## src/rtl/chanirq_pkg.sv

```systemverilog
package chanirq_pkg;

  typedef enum logic [2:0] {
    ST_IDLE     = 3'd0,
    ST_REQ_EU   = 3'd1,
    ST_ACTIVE   = 3'd2,
    ST_EU_RSTWR = 3'd3,
    ST_SELF_RST = 3'd4,
    ST_ERR_HALT = 3'd5
  } chan_state_e;

  // A completion is reported when enabled and either global mode or header flag.
  function automatic logic done_qualifies(input logic ie, input logic glob,
                                          input logic hdr_flag);
    return ie & (glob | hdr_flag);
  endfunction

endpackage

```

## src/rtl/chan_done_queue.sv

```systemverilog
module chan_done_queue #(
  parameter int CNT_W = 3
) (
  input  logic             clk,
  input  logic             rst_n,
  input  logic             clear,
  input  logic             evt,
  input  logic             ack,
  output logic [CNT_W-1:0] count
);
  localparam logic [CNT_W-1:0] CNT_MAX = {CNT_W{1'b1}};

  function automatic logic [CNT_W-1:0] next_count(input logic [CNT_W-1:0] c,
                                                  input logic e, input logic a);
    logic [CNT_W-1:0] r;
    r = c;
    if (e && !a) begin
      if (c != CNT_MAX) r = c + 1'b1;
    end else if (a && !e) begin
      if (c != '0) r = c - 1'b1;
    end
    return r;
  endfunction

  always_ff @(posedge clk or negedge rst_n) begin
    if (!rst_n)     count <= '0;
    else if (clear) count <= '0;
    else            count <= next_count(count, evt, ack);
  end

  AST_NO_OVERFLOW: assert property (@(posedge clk) disable iff (!rst_n)
    (count == CNT_MAX && evt && !clear) |=> (count == CNT_MAX));
  AST_BALANCED_EVT_ACK: assert property (@(posedge clk) disable iff (!rst_n)
    (evt && ack && !clear) |=> $stable(count));
  AST_NO_UNDERFLOW: assert property (@(posedge clk) disable iff (!rst_n)
    (count == '0 && ack && !evt) |=> (count == '0));

endmodule

```

## src/rtl/chan_err_capture.sv

```systemverilog
module chan_err_capture #(
  parameter int CODE_W = 4
) (
  input  logic              clk,
  input  logic              rst_n,
  input  logic              clear,
  input  logic              err_evt,
  input  logic [CODE_W-1:0] code_in,
  output logic [CODE_W-1:0] code_q,
  output logic              latched
);
  logic first_err;
  assign first_err = err_evt && !latched;

  always_ff @(posedge clk or negedge rst_n) begin
    if (!rst_n) begin
      code_q  <= '0;
      latched <= 1'b0;
    end else if (clear) begin
      code_q  <= '0;
      latched <= 1'b0;
    end else if (first_err) begin
      code_q  <= code_in;
      latched <= 1'b1;
    end
  end

  AST_FIRST_ERR_KEPT: assert property (@(posedge clk) disable iff (!rst_n)
    (latched && !clear) |=> $stable(code_q));

endmodule

```

## src/rtl/chan_rst_fsm.sv

```systemverilog
module chan_rst_fsm
  import chanirq_pkg::*;
(
  input  logic        clk,
  input  logic        rst_n,
  input  logic        start,
  input  logic        eu_grant,
  input  logic        reset_bit,
  input  logic        desc_err,
  input  logic        eu_rst_wr_ack,
  output chan_state_e state,
  output logic        eu_req,
  output logic        eu_release,
  output logic        eu_rst_wr_req,
  output logic        self_rst,
  output logic        active
);
  chan_state_e nxt;

  always_comb begin
    nxt = state;
    unique case (state)
      ST_IDLE:     if (reset_bit) nxt = ST_SELF_RST;
                   else if (start) nxt = ST_REQ_EU;
      ST_REQ_EU:   if (reset_bit) nxt = ST_SELF_RST;
                   else if (eu_grant) nxt = ST_ACTIVE;
      ST_ACTIVE:   if (reset_bit) nxt = ST_EU_RSTWR;
                   else if (desc_err) nxt = ST_ERR_HALT;
      ST_ERR_HALT: if (reset_bit) nxt = ST_EU_RSTWR;
      ST_EU_RSTWR: if (eu_rst_wr_ack) nxt = ST_SELF_RST;
      ST_SELF_RST: nxt = ST_IDLE;
      default:     nxt = ST_IDLE;
    endcase
  end

  always_ff @(posedge clk or negedge rst_n) begin
    if (!rst_n) state <= ST_IDLE;
    else        state <= nxt;
  end

  assign eu_req        = (state == ST_REQ_EU) && !reset_bit;
  assign eu_release    = (state == ST_REQ_EU) && reset_bit;
  assign eu_rst_wr_req = (state == ST_EU_RSTWR);
  assign self_rst      = (state == ST_SELF_RST);
  assign active        = (state == ST_ACTIVE) && !reset_bit;

  AST_RELEASE_THEN_SELF: assert property (@(posedge clk) disable iff (!rst_n)
    eu_release |=> (self_rst && !eu_release));
  AST_WR_HELD: assert property (@(posedge clk) disable iff (!rst_n)
    (eu_rst_wr_req && !eu_rst_wr_ack) |=> eu_rst_wr_req);
  AST_WR_THEN_SELF: assert property (@(posedge clk) disable iff (!rst_n)
    (eu_rst_wr_req && eu_rst_wr_ack) |=> self_rst);
  AST_SELF_TO_IDLE: assert property (@(posedge clk) disable iff (!rst_n)
    self_rst |=> (state == ST_IDLE));

endmodule

```

## src/rtl/chan_irq_rst_ctrl.sv

```systemverilog
module chan_irq_rst_ctrl
  import chanirq_pkg::*;
#(
  parameter int CNT_W  = 3,
  parameter int CODE_W = 4
) (
  input  logic              clk,
  input  logic              rst_n,
  input  logic              cfg_done_ie,
  input  logic              cfg_notify_global,
  input  logic              cfg_reset_wr,
  input  logic              start,
  input  logic              eu_grant,
  input  logic              desc_done,
  input  logic              desc_notify,
  input  logic              desc_err,
  input  logic [CODE_W-1:0] desc_err_code,
  input  logic              done_ack,
  input  logic              eu_rst_wr_ack,
  output logic              irq_done,
  output logic              irq_err,
  output logic              eu_req,
  output logic              eu_release,
  output logic              eu_rst_wr_req,
  output logic              reset_busy,
  output logic [CODE_W-1:0] err_code,
  output logic [CNT_W-1:0]  done_pending
);
  chan_state_e state;
  logic        self_rst;
  logic        active;
  logic        done_evt;
  logic        err_evt;
  logic        err_latched;

  // Software reset bit: set by host, cleared by the self reset.
  always_ff @(posedge clk or negedge rst_n) begin
    if (!rst_n)            reset_busy <= 1'b0;
    else if (self_rst)     reset_busy <= 1'b0;
    else if (cfg_reset_wr) reset_busy <= 1'b1;
  end

  chan_rst_fsm u_fsm (
    .clk           (clk),
    .rst_n         (rst_n),
    .start         (start),
    .eu_grant      (eu_grant),
    .reset_bit     (reset_busy),
    .desc_err      (desc_err),
    .eu_rst_wr_ack (eu_rst_wr_ack),
    .state         (state),
    .eu_req        (eu_req),
    .eu_release    (eu_release),
    .eu_rst_wr_req (eu_rst_wr_req),
    .self_rst      (self_rst),
    .active        (active)
  );

  assign err_evt  = active && desc_err;
  assign done_evt = active && desc_done && !desc_err &&
                    done_qualifies(cfg_done_ie, cfg_notify_global, desc_notify);

  chan_done_queue #(.CNT_W(CNT_W)) u_queue (
    .clk   (clk),
    .rst_n (rst_n),
    .clear (self_rst),
    .evt   (done_evt),
    .ack   (done_ack),
    .count (done_pending)
  );

  chan_err_capture #(.CODE_W(CODE_W)) u_err (
    .clk     (clk),
    .rst_n   (rst_n),
    .clear   (self_rst),
    .err_evt (err_evt),
    .code_in (desc_err_code),
    .code_q  (err_code),
    .latched (err_latched)
  );

  assign irq_done = (done_pending != '0);
  assign irq_err  = err_evt || err_latched;

  AST_ERR_SAME_CYCLE: assert property (@(posedge clk) disable iff (!rst_n)
    (state == ST_ACTIVE && !reset_busy && desc_err) |-> irq_err);
  AST_ERR_HALT_STICKY: assert property (@(posedge clk) disable iff (!rst_n)
    (state == ST_ERR_HALT) |-> irq_err);
  AST_DONE_DISABLED: assert property (@(posedge clk) disable iff (!rst_n)
    (!cfg_done_ie && !done_ack && !self_rst) |=> (done_pending >= $past(done_pending))
      && (done_pending <= $past(done_pending)));
  AST_SELF_CLEARS: assert property (@(posedge clk) disable iff (!rst_n)
    self_rst |=> (done_pending == '0 && err_code == '0 && !reset_busy));

endmodule

```

## config.mk

```make
export PLATFORM = sky130hd
export DESIGN_NAME = chan_irq_rst_ctrl
export DESIGN_NICKNAME = d
export VERILOG_FILES = /design/src/rtl/chanirq_pkg.sv /design/src/rtl/chan_done_queue.sv /design/src/rtl/chan_err_capture.sv /design/src/rtl/chan_rst_fsm.sv /design/src/rtl/chan_irq_rst_ctrl.sv
export SDC_FILE = /design/constraint.sdc
export NUM_CORES = 1
export LEC_CHECK = 0
export BUFFER_PORTS_ARGS = -buffer_cell sky130_fd_sc_hd__buf_4
export CAP_MARGIN = 40
export CORE_ASPECT_RATIO = 1.1
export CORE_MARGIN = 3
export CORE_UTILIZATION = 23
export CTS_CLUSTER_SIZE = 12
export DETAILED_ROUTE_END_ITERATION = 12
export GPL_ROUTABILITY_DRIVEN = 1
export GPL_TIMING_DRIVEN = 0
export PLACE_DENSITY = 0.49
export SKIP_LAST_GASP = 1
export SYNTH_ARGS = -nofsm -noshare
export SYNTH_HDL_FRONTEND = slang
export SYNTH_SLANG_ARGS = --single-unit
```

## constraint.sdc

```tcl
create_clock -name clk -period 2.6 [get_ports clk]
set_input_delay 0 -clock clk [delete_from_list [all_inputs] [get_ports clk]]
set_output_delay 0 -clock clk [all_outputs]
set_load 0.02 [all_outputs]
```

Word-level counts from Yosys, hierarchy flattened
Index checks and enable logic that the tools add are counted.
Operators by class
  $add $sub $neg: 2
  eq/ne operators: 12
  multiplexer cells: 20
  bitwise operators: 2
  reduce and logical (&&, ||, !) cells: 24
Operators by type and width (number)
  $mux W3: 13
  $ne A3 B3 Y1 const B: 5
  $pmux W3 S5: 1
  $logic_and A1 B1 Y1: 10
  $reduce_bool A3 Y1: 3
  $mux W4: 2
  $eq A3 B2 Y1 const B: 2
  $eq A3 B3 Y1 const B: 2
  $logic_not A1 Y1: 5
  $reduce_and A5 Y1: 1
  $mux W1: 4
  $ne A2 B2 Y1 const B: 2
  $reduce_bool A2 Y1: 2
  $add A3 B1 Y3 const B: 1
  $eq A3 B1 Y1 const B: 1
  $logic_not A3 Y1: 1
  $reduce_and A3 Y1: 1
  $sub A3 B1 Y3 const B: 1
  $and A1 B1 Y1: 1
  $logic_or A1 B1 Y1: 1
  $or A1 B1 Y1: 1
Word-level totals
  register bits: 12
  bits of input ports: 16
  output and inout port bits: 13
  logic and storage cells: 65

Longest topological paths before layout
Gate-level depths: netlist (run 1).
  depth after elaboration: 10
  gate-level depth with buffers: 7
  mapped depth without buffers: 6

By module
From an unflattened synthesis (run 1), not the netlist that was laid out.
Unflattened totals
  cell total of the unflattened synthesis: 90
  area, all modules: 809.5 µm²
Modules (own cells, without submodules)
  chan_done_queue: times used 1, cells an instance 33, area an instance 265.3 µm², seq. area each 75.1 µm²
  chan_rst_fsm: times used 1, cells an instance 28, area an instance 237.7 µm², seq. area each 75.1 µm²
  chan_err_capture: times used 1, cells an instance 20, area an instance 236.5 µm², seq. area each 125.1 µm²
  chan_irq_rst_ctrl: times used 1, cells an instance 9, area an instance 70.1 µm², seq. area each 25.0 µm²

Worst setup path before layout (run 1)
Ideal clock, no wire load.
  path type: register -> register
  start point: register reset_busy
  end point: register u_queue.count[1]
  setup time: 0.104 ns
  data arrival time: 1.987 ns
  data required time: 2.496 ns
  path slack: 0.510 ns
  stages on the path, launching flop included: 5
  period minus slack after synthesis: 2.090 ns
  cells stage by stage: dfrtp_1 or4b_4 nor4_4 fa_1 a221oi_1
Between the ends
  cells in the longest elaborated chain, start to end: 9
  elaborated cells on any way between the ends: 14
  classes of those cells: 1 x eq/ne; 2 x mux; 11 x reduce/logical
Ends and longest elaborated chain
  start, declared: line chan_irq_rst_ctrl.sv:25  | output logic reset_busy,
  start signal, assigned: line chan_irq_rst_ctrl.sv:38  | if (!rst_n) reset_busy <= 1'b0;
  start signal, assigned: line chan_irq_rst_ctrl.sv:39  | else if (self_rst) reset_busy <= 1'b0;
  start signal, assigned: line chan_irq_rst_ctrl.sv:40  | else if (cfg_reset_wr) reset_busy <= 1'b1;
  $logic_not A1 Y1 (*): line chan_rst_fsm.sv:45  | assign active = (state == ST_ACTIVE) && !reset_bit;
  $logic_and A1 B1 Y1 (*): line chan_rst_fsm.sv:45
  $logic_and A1 B1 Y1 (*) (3 in a row): line chan_irq_rst_ctrl.sv:60  | assign done_evt = active && desc_done && !desc_err &&
  $logic_not A1 Y1: line chan_done_queue.sv:19  | end else if (a && !e) begin
  $logic_and A1 B1 Y1: line chan_done_queue.sv:19
  $reduce_bool A3 Y1 (no line)
  $reduce_and A3 Y1 (no line)
  end signal, assigned: line chan_done_queue.sv:28  | else count <= next_count(count, evt, ack);
  end, declared: line chan_done_queue.sv:9  | output logic [CNT_W-1:0] count
Mark *: on every way between the ends. The rest lies on a longest branch, timed or not.
A chain may end at the register's enable or synchronous reset.

Worst setup path after layout (run 1)
  start point: register u_fsm.state[2]
  end point: register u_queue.count[1]
Between the ends
  cells in the longest elaborated chain, start to end: 9
  elaborated cells on any way between the ends: 15
  classes of those cells: 3 x eq/ne; 2 x mux; 10 x reduce/logical
Ends and longest elaborated chain
  start, declared: line chan_rst_fsm.sv:11  | output chan_state_e state,
  start signal, assigned: line chan_rst_fsm.sv:38  | else state <= nxt;
  $eq A3 B2 Y1: line chan_rst_fsm.sv:45
  $logic_and A1 B1 Y1: line chan_rst_fsm.sv:45
  $logic_and A1 B1 Y1 (3 in a row): line chan_irq_rst_ctrl.sv:60
  $logic_not A1 Y1: line chan_done_queue.sv:19
  $logic_and A1 B1 Y1: line chan_done_queue.sv:19
  $reduce_bool A3 Y1 (no line)
  $reduce_and A3 Y1 (no line)
Several ways; a longest one is shown, not always the timed one.

==> results of run 1 <==
## registers in the layout, indices dropped and copies added (netlist names)
| register | count |
|---|---|
| reset_busy | 1 |
| u_err.latched | 1 |
| u_err.code_q | 4 |
| u_queue.count | 3 |
| u_fsm.state | 3 |
## cell type report
class	count	area [µm²]
inverter	9	33.78
buffer	4	23.77
clock buffer	4	36.28
tap	48	60.06
sequential	12	300.3
multi-input combinational	63	454.2
timing repair buffer	34	270.3
fill	359	2180
## through the flow
step,total power [mW],cell area [µm²],instances,worst slack [ps]
2_1_floorplan,0.7262,812.0,88,509.5
3_3_place_gp,0.9229,1082,164,413.8
3_5_place_dp,0.9450,1082,164,382.7
4_1_cts,1.104,1179,174,357.8
5_1_grt,1.183,1179,174,253.2
6_report,1.083,1179,174,404.3
## worst paths after layout
kind | to | startpoint | cells past startpoint | slack, ps
max | u_queue.count[1] | u_fsm.state[2] | 5 | 400
min in group asynchronous | u_err.code_q[2] | rst_n | 2 | 90
max reg2reg | u_queue.count[1] | u_fsm.state[2] | 5 | 400
min reg2reg | u_err.code_q[0] | u_err.code_q[0] | 2 | 520
max in group asynchronous | u_queue.count[1] | rst_n | 2 | 2360
min | u_queue.count[1] | done_ack | 3 | 80
## metal layers
layer  routed length (µm)  GRT usage [%]
met1                  874          11.33
met2                 1046          17.98
met3                   85          1.806
met4                   36          5.785
met5                    0              0
## cell usage in the layout, fill, tap and decap left out, drive strengths merged, types with 3 or more instances in the layout
master / n
nand2b: 4
a21o: 3
nand3: 7
buf: 31
inv: 9
clkbuf: 5
nand3b: 3
nand2: 3
o21ai: 6
mux2i: 3
dfrtp: 12
nor2: 6
dlygate4sd3: 6
## power by group through the flow
stage	clock, mW	combinational [mW]	sequential [mW]
after detailed placement	0	0.634	0.311
final	0.145	0.629	0.308
after floorplan	0	0.380	0.346
after global placement	0	0.614	0.309
after global routing	0.167	0.696	0.320
after CTS	0.153	0.642	0.308
## worst reg2reg max path: stages, from the launching register on
cell and delay [ps]:
dfrtp_1 380, buf_6 130, or4b_4 520, nor4_4 260, fa_1 480, a221oi_1 310
## kinds of logic (layout without fill, tap and decap cells)
logic type | Yosys count | after routing
muxes | 3 | 3
DFF | 12 | 12
and+or+nand+nor | 38 | 38
adders and majority gates | 1 | 1
buffers and inverters | 13 | 51
AOI/OAI and AO/OA | 21 | 21
## timing repair
action                                  in CTS  in global routing
hold buffers                                 6                  0
hold endpoints to repair                    17                  0
endpoints found under the setup margin       0                  0
==> metrics, run 1 <==
status finished, final reports clean; Reg power frac 28.5%; Die ar. approximately 4300 µm²; sequential share of the synthesized area around 37%; worst-path maximum fanout 9; Main synth FF type dfrtp_1; f_max ~460 MHz; drt wl/cell approximately 12 µm; crit-path cells buf_6 > or4b_4 > nor4_4 > fa_1 > a221oi_1; Setup CP Type flip-flop to flip-flop; Startpoint Class flip-flop; Power Dens Cells around 920 nW/µm²; Worst Hold Class input port to flip-flop; Synth async-reset ratio between 90% and 100%; Die W approximately 63 µm; Final ANT Viol Nets 0; Synth Area in Simple Gates between 30 and 40%; Antenna diodes 0; # IOs 29; Max-Slew Margin vs Limit 70.32%; Cells after Synth 88; Setup TNS 0 ps; CP arrival between 2000 and 2500 ps; post-synth net total 105; Hold Vio Cnt, Final 0; critical path's slowest cell or4b_4; Max Slew Vio Count 0; switching share of total power about 43%; Hold WS between 70 and 80 ps; dpl hpwl around 1600 µm; final setup vio count 0; leading area contributor after synthesis dfrtp_1; num rows 22; Pre-Repair DR Iteration Count 3; CTS max path bufs 2; Seq cells post-synth 12; Initial Util between 20% and 30%; # port buffers 28; post-CTS resize count 0; Worst-Margin Slew 445.2 ps; RSZ-0062 raised after global routing no; max incr delay on CP just over 500 ps; clock root buffer clkbuf_4; clk sinks 12; Num CTS Buffers 3; drt first-iter violations 13; clock power share 13.4%; peak supply drop roughly 0.38 mV; Die Ht 68.32 µm; Placer Congestion around 0.75; post-synthesis compound-gate area fraction slightly below 20%; Post-synth EDFFs 0; WP data required 2750 ps; CP delay by family, top simple AND/OR/NAND/NOR gates; CTS tree yes; Clock Pin Slew Worst Setup and Hold Paths ~80 ps; largest family of logic cells by synthesized area simple AND/OR/NAND/NOR gates; Final Cycle Share a little over four fifths; clock latency on the worst-skew pair about 270 ps; vias in the first global route between 700 and 800; P_int 0.6119 mW; layout cells sized above 1 32.54%; Yosys cell types 39; synth cell count leaders dfrtp_1, inv_1, nand3_1; min Tclk post-route around 2200 ps; leakage 0.5636 nW; core area roughly 3400 µm²; share of the synthesized area in the top cell type about 37%; Syn. warnings 0; gr ovfl total 0; Net Switching between 0.4 and 0.5 mW; All-Layer GR Usage about a tenth; first-pass GRT wire length ~3300 µm; top area cells in the synthesized netlist dfrtp_1, nand3_1, inv_1; crit path buf inv count 1; number of post-CTS setup repair buffers 0; Util after Layout 35.10%; Gate power share roughly three fifths; Synth Cell Area a little over 800 µm²; final net count between 100 and 150; routed vias 792; maxcap violations 0; via density per instance approximately 4.6; multiplexer area fraction after synthesis under 10%; most numerous cell in the Yosys netlist dfrtp_1; routed wire length approximately 2000 µm; H-tree depth 1; area delta synth->final 45.15%; Layout Skew about 4.8 ps; drt drc 0; post-synthesis xor/xnor area fraction 0%; synthesized-area fraction occupied by adder cells roughly 2.5%; Mapped Avg Cell Area a little over 9 µm²; Worst setup EP type flip-flop; largest net degree at the start of global routing 13; initial antenna violation count 0
(Power assumes the default switching activity.)
==> run 2: changes to the inputs <==
clock period = 2.1 ns   (was 2.6 ns; I/O delays follow)
==> metrics, run 2 (synthesis gave the netlist of run 1 again) <==
CP arrival around 2100 ps; drt drc 0; Reg power frac 27.4%; worst-path maximum fanout 2; min Tclk post-route about 2000 ps; core area between 3000 and 4000 µm²; largest net degree at the start of global routing 13; f_max between 500 and 600 MHz; Largest register FFs 4; P_int around 0.79 mW; status finished, final reports clean; total power about 1.4 mW; Power Dens Cells between 1000 and 1500 nW/µm²; Final Cycle Share roughly 93%; clock root buffer clkbuf_4; Die Ht 68.32 µm; Gate power share about three fifths; Clock Pin Slew Worst Setup and Hold Paths around 80 ps; CTS max path bufs 2; Startpoint Class flip-flop; Final ANT Viol Nets 0; first-pass GRT wire length between 3000 and 4000 µm; peak supply drop around 0.47 mV; # IOs 29; vias in the first global route about 760; Placer Congestion roughly 0.75; Hold Path Stages 3; Hold WS just under 70 ps; drt first-iter violations 22; final net count 148; Die W roughly 63 µm; routed wire length around 2100 µm; most frequent cells in the layout buf_4, dfrtp_1, inv_1, nand3_1; maxcap violations 0; via density per instance about 4.5; Antenna diodes 0; Worst-Margin Slew about 440 ps; clk sinks 12; # port buffers 28; gr ovfl total 0; Max-Slew Margin vs Limit roughly 71%; Biggest register u_err.code_q; final setup vio count 0; Die ar. 4281 µm²; Setup CP Type flip-flop to flip-flop; All-Layer GR Usage 10.25%; initial antenna violation count 0; switching share of total power approximately 43%; commonest non-fill, non-tap cell in the layout buf_4; max incr delay on CP 560 ps; leakage roughly 0.58 nW; Net Switching ~0.60 mW; routed vias between 800 and 900; Setup TNS 0 ps; clock power share a little over an eighth; final setup margin between 100 and 150 ps; H-tree depth 1; RSZ-0062 raised after global routing no; layout cells sized above 1 around 35%; Worst setup EP type flip-flop; CTS tree yes; Initial Util ~24%; reg2reg path depth 4; WP data required roughly 2300 ps; drt wl/cell ~12 µm; area delta synth->final 49.15%; Layout Skew between 5 and 6 ps; largest registers u_err.code_q (4), u_fsm.state (3), u_queue.count (3); Max Slew Vio Count 0; Pre-Repair DR Iteration Count 3; Num CTS Buffers 3; critical path's slowest cell or4b_4; crit-path cells or4b_4 > nor4_4 > fa_1 > a221oi_2; num rows 22; Worst Hold Class input port to flip-flop; Hold Vio Cnt, Final 0; dpl ws -117.3 ps; dpl hpwl 1580 µm; clock latency on the worst-skew pair 270 ps
-- run 2: cell count changes in the layout (fill, tap and decap cells not counted) --
cell	delta
a221oi_1	-1
buf_4	+5
buf_6	-1
a221oi_2	+1
-- run 2: worst paths after layout --
check                                     start               end  slack, ps
max in group asynchronous                 rst_n  u_queue.count[1]       1860
worst max-delay path                 reset_busy  u_queue.count[1]        140
worst min register to register  u_err.code_q[0]   u_err.code_q[0]        520
min in group asynchronous                 rst_n   u_err.code_q[2]         90
worst max register to register       reset_busy  u_queue.count[1]        140
worst min-delay path                   done_ack  u_queue.count[1]         70
-- run 2: area by class of cell --
class	instances	area, µm²
plain buffers	3	12.51
clock buffers	4	36.28
fillers	356	2147
inverters	9	33.78
multi-input cells	63	460.4
flip-flops and latches	12	300.3
well taps	48	60.06
repair buffers	39	307.8
-- run 2: metal layers --
metal,vias to the layer above,track usage [%],part of all wire [%]
met5,-,0,0
li1,403,-,-
met2,18,18.38,51
met1,381,11.73,43
met3,4,1.806,4.1
met4,0,5.785,1.7
-- run 2: per-stage QoR --
| step | instances | cell area [µm²] | utilization (%) |
|---|---|---|---|
| floorplan | 88 | 812.0 | - |
| global placement | 164 | 1082 | 32.23 |
| detailed placement | 164 | 1082 | 32.23 |
| CTS | 177 | 1207 | 35.95 |
| global route | 178 | 1211 | 36.07 |
| finish | 178 | 1211 | 36.07 |
-- run 2: power groups by stage --
stage,Clock (mW),Sequential [mW],Combinational (mW)
global placement,0,0.382,0.760
global route,0.206,0.394,0.913
detailed placement,0,0.385,0.785
floorplan,0,0.428,0.471
CTS,0.190,0.381,0.829
finish,0.180,0.380,0.825
-- run 2: critical path, delay by kind of cell, from the launching register on --
| family | cells | cell delay (ps) |
|---|---|---|
| fa+ha+maj | 1 | 470 |
| flops | 1 | 390 |
| simple gates | 2 | 740 |
| compound gates | 1 | 260 |
-- run 2: what timing repair did --
| item | in CTS | in global routing |
|---|---|---|
| hold endpoints to repair | 17 | 0 |
| setup endpoints to repair | 1 | 2 |
| hold buffers | 6 | 0 |
| pin swaps | 4 | 4 |
| setup buffers | 3 | 2 |
| gates resized for setup | 1 | 0 |
==> run 3: changes to the inputs <==
GPL_TIMING_DRIVEN = default   (was 0)
==> metrics, run 3 (synthesis gave the netlist of run 1 again) <==
status finished, final reports clean; Die ar. between 4000 and 5000 µm²; Antenna diodes 0; Startpoint Class flip-flop; Die W 62.66 µm; Initial Util between 20% and 30%; routed wire length slightly below 2000 µm; dpl hpwl 1477 µm; Net Switching 0.5801 mW; Pre-Repair DR Iteration Count 2; Largest register FFs 4; f_max around 500 MHz; initial antenna violation count 0; # IOs 29; peak supply drop 0.4013 mV; Die Ht roughly 68 µm; min Tclk post-route between 1500 and 2000 ps; clock root buffer clkbuf_4; largest net degree at the start of global routing 14; Worst-Margin Slew roughly 370 ps; total power roughly 1.3 mW; commonest non-fill, non-tap cell in the layout buf_4; Setup TNS 0 ps; final net count about 150; core area between 3000 and 4000 µm²; Hold Path Stages 3; All-Layer GR Usage under 10%; post-CTS resize count 0; Gate power share roughly three fifths; clock latency on the worst-skew pair roughly 270 ps; num rows 22; maxcap violations 0; layout cells sized above 1 between 30% and 40%; Worst setup EP type flip-flop; drt drc 0; Final Cycle Share between 90% and 100%; final setup vio count 0; Num CTS Buffers 3; Power Dens Cells roughly 1100 nW/µm²; via density per instance 4.503; first-pass GRT wire length ~3300 µm; area delta synth->final 46.84%; WP data required roughly 2300 ps; Layout Skew between 5 and 6 ps; max incr delay on CP 560 ps; crit-path cells or4b_4 > nor4_4 > fa_1 > a221oi_1; routed vias between 700 and 800; Placer Congestion around 0.8; H-tree depth 1; Biggest register u_err.code_q; worst-path maximum fanout 3; CP arrival between 2000 and 2500 ps; Final ANT Viol Nets 0; P_int 0.7682 mW; vias in the first global route 741; Reg power frac approximately 28%; fill count ~370; CTS tree yes; leakage ~0.58 nW; Max-Slew Margin vs Limit between 70% and 80%; Clock Pin Slew Worst Setup and Hold Paths 80 ps; Setup CP Type flip-flop to flip-flop; drt wl/cell around 11 µm; switching share of total power 43.02%; Max Slew Vio Count 0; clock power share between 10% and 20%; Worst Hold Class input port to flip-flop; RSZ-0062 raised after global routing no; most frequent cells in the layout buf_4, dfrtp_1, inv_1, nand3_1; drt first-iter violations 6; Hold Vio Cnt, Final 0; clk sinks 12; gr ovfl total 0; critical path's slowest cell or4b_4; Util after Layout 35.51%; # port buffers 28; reg2reg path depth 4; CTS max path bufs 2; largest registers u_err.code_q (4), u_fsm.state (3), u_queue.count (3)
-- run 3: what timing repair did --
item | 4_1_cts | 5_1_grt
setup endpoints to repair | 0 | 0
buffers inserted | 0 | 0
hold buffers | 6 | 0
hold endpoints to repair | 17 | 0
-- run 3: per-layer routing --
metal  wire [µm]  up-vias  global-route usage (%)
met1         865      370                   11.19
li1            -      398                       -
met3         105        2                   3.448
met2         966       18                   17.18
met4          10        0                   3.306
met5           0        -                       0
-- run 3: power by group through the flow --
| stage | sequential [mW] | combinational (mW) | clock [mW] |
|---|---|---|---|
| global route | 0.391 | 0.882 | 0.203 |
| detailed placement | 0.377 | 0.788 | 0 |
| global placement | 0.375 | 0.778 | 0 |
| CTS | 0.374 | 0.798 | 0.191 |
| floorplan | 0.428 | 0.471 | 0 |
| finish | 0.373 | 0.792 | 0.183 |
-- run 3: path summary, 6_finish.rpt --
check	from	end	slack, ps
min in group asynchronous	rst_n	reset_busy	100
max in group asynchronous	rst_n	u_fsm.state[2]	1840
max reg2reg	reset_busy	u_queue.count[1]	150
min	done_ack	u_queue.count[1]	50
min reg2reg	u_err.code_q[3]	u_err.code_q[3]	520
max	reset_busy	u_queue.count[1]	150
-- run 3: worst max-delay path: cells and delay by family (launching register included) --
family	cells	cell delay (ps)
compound gates	1	270
fa+ha+maj	1	460
flops	1	380
simple gates	2	740
-- run 3: per-stage QoR --
step                worst slack (ps)  cells  hold slack (ps)  instance area [µm²]
finish                         149.2    175            46.58                 1192
global route                   21.30    175            69.41                 1192
floorplan                      9.511     88           -295.6                812.0
CTS                            130.6    175            36.61                 1192
global placement               199.6    165           -149.5                 1096
detailed placement             159.6    165           -149.8                 1096
-- run 3: final cells by class --
cell class | instances | area (µm²) | area share (%)
Timing Repair Buffer | 39 | 307.8 | 25.81
Multi-Input combinational cell | 63 | 454.2 | 38.09
Inverter | 9 | 33.78 | 2.833
Tap cell | 48 | 60.06 | 5.037
Clock buffer | 4 | 36.28 | 3.043
Sequential cell | 12 | 300.3 | 25.18
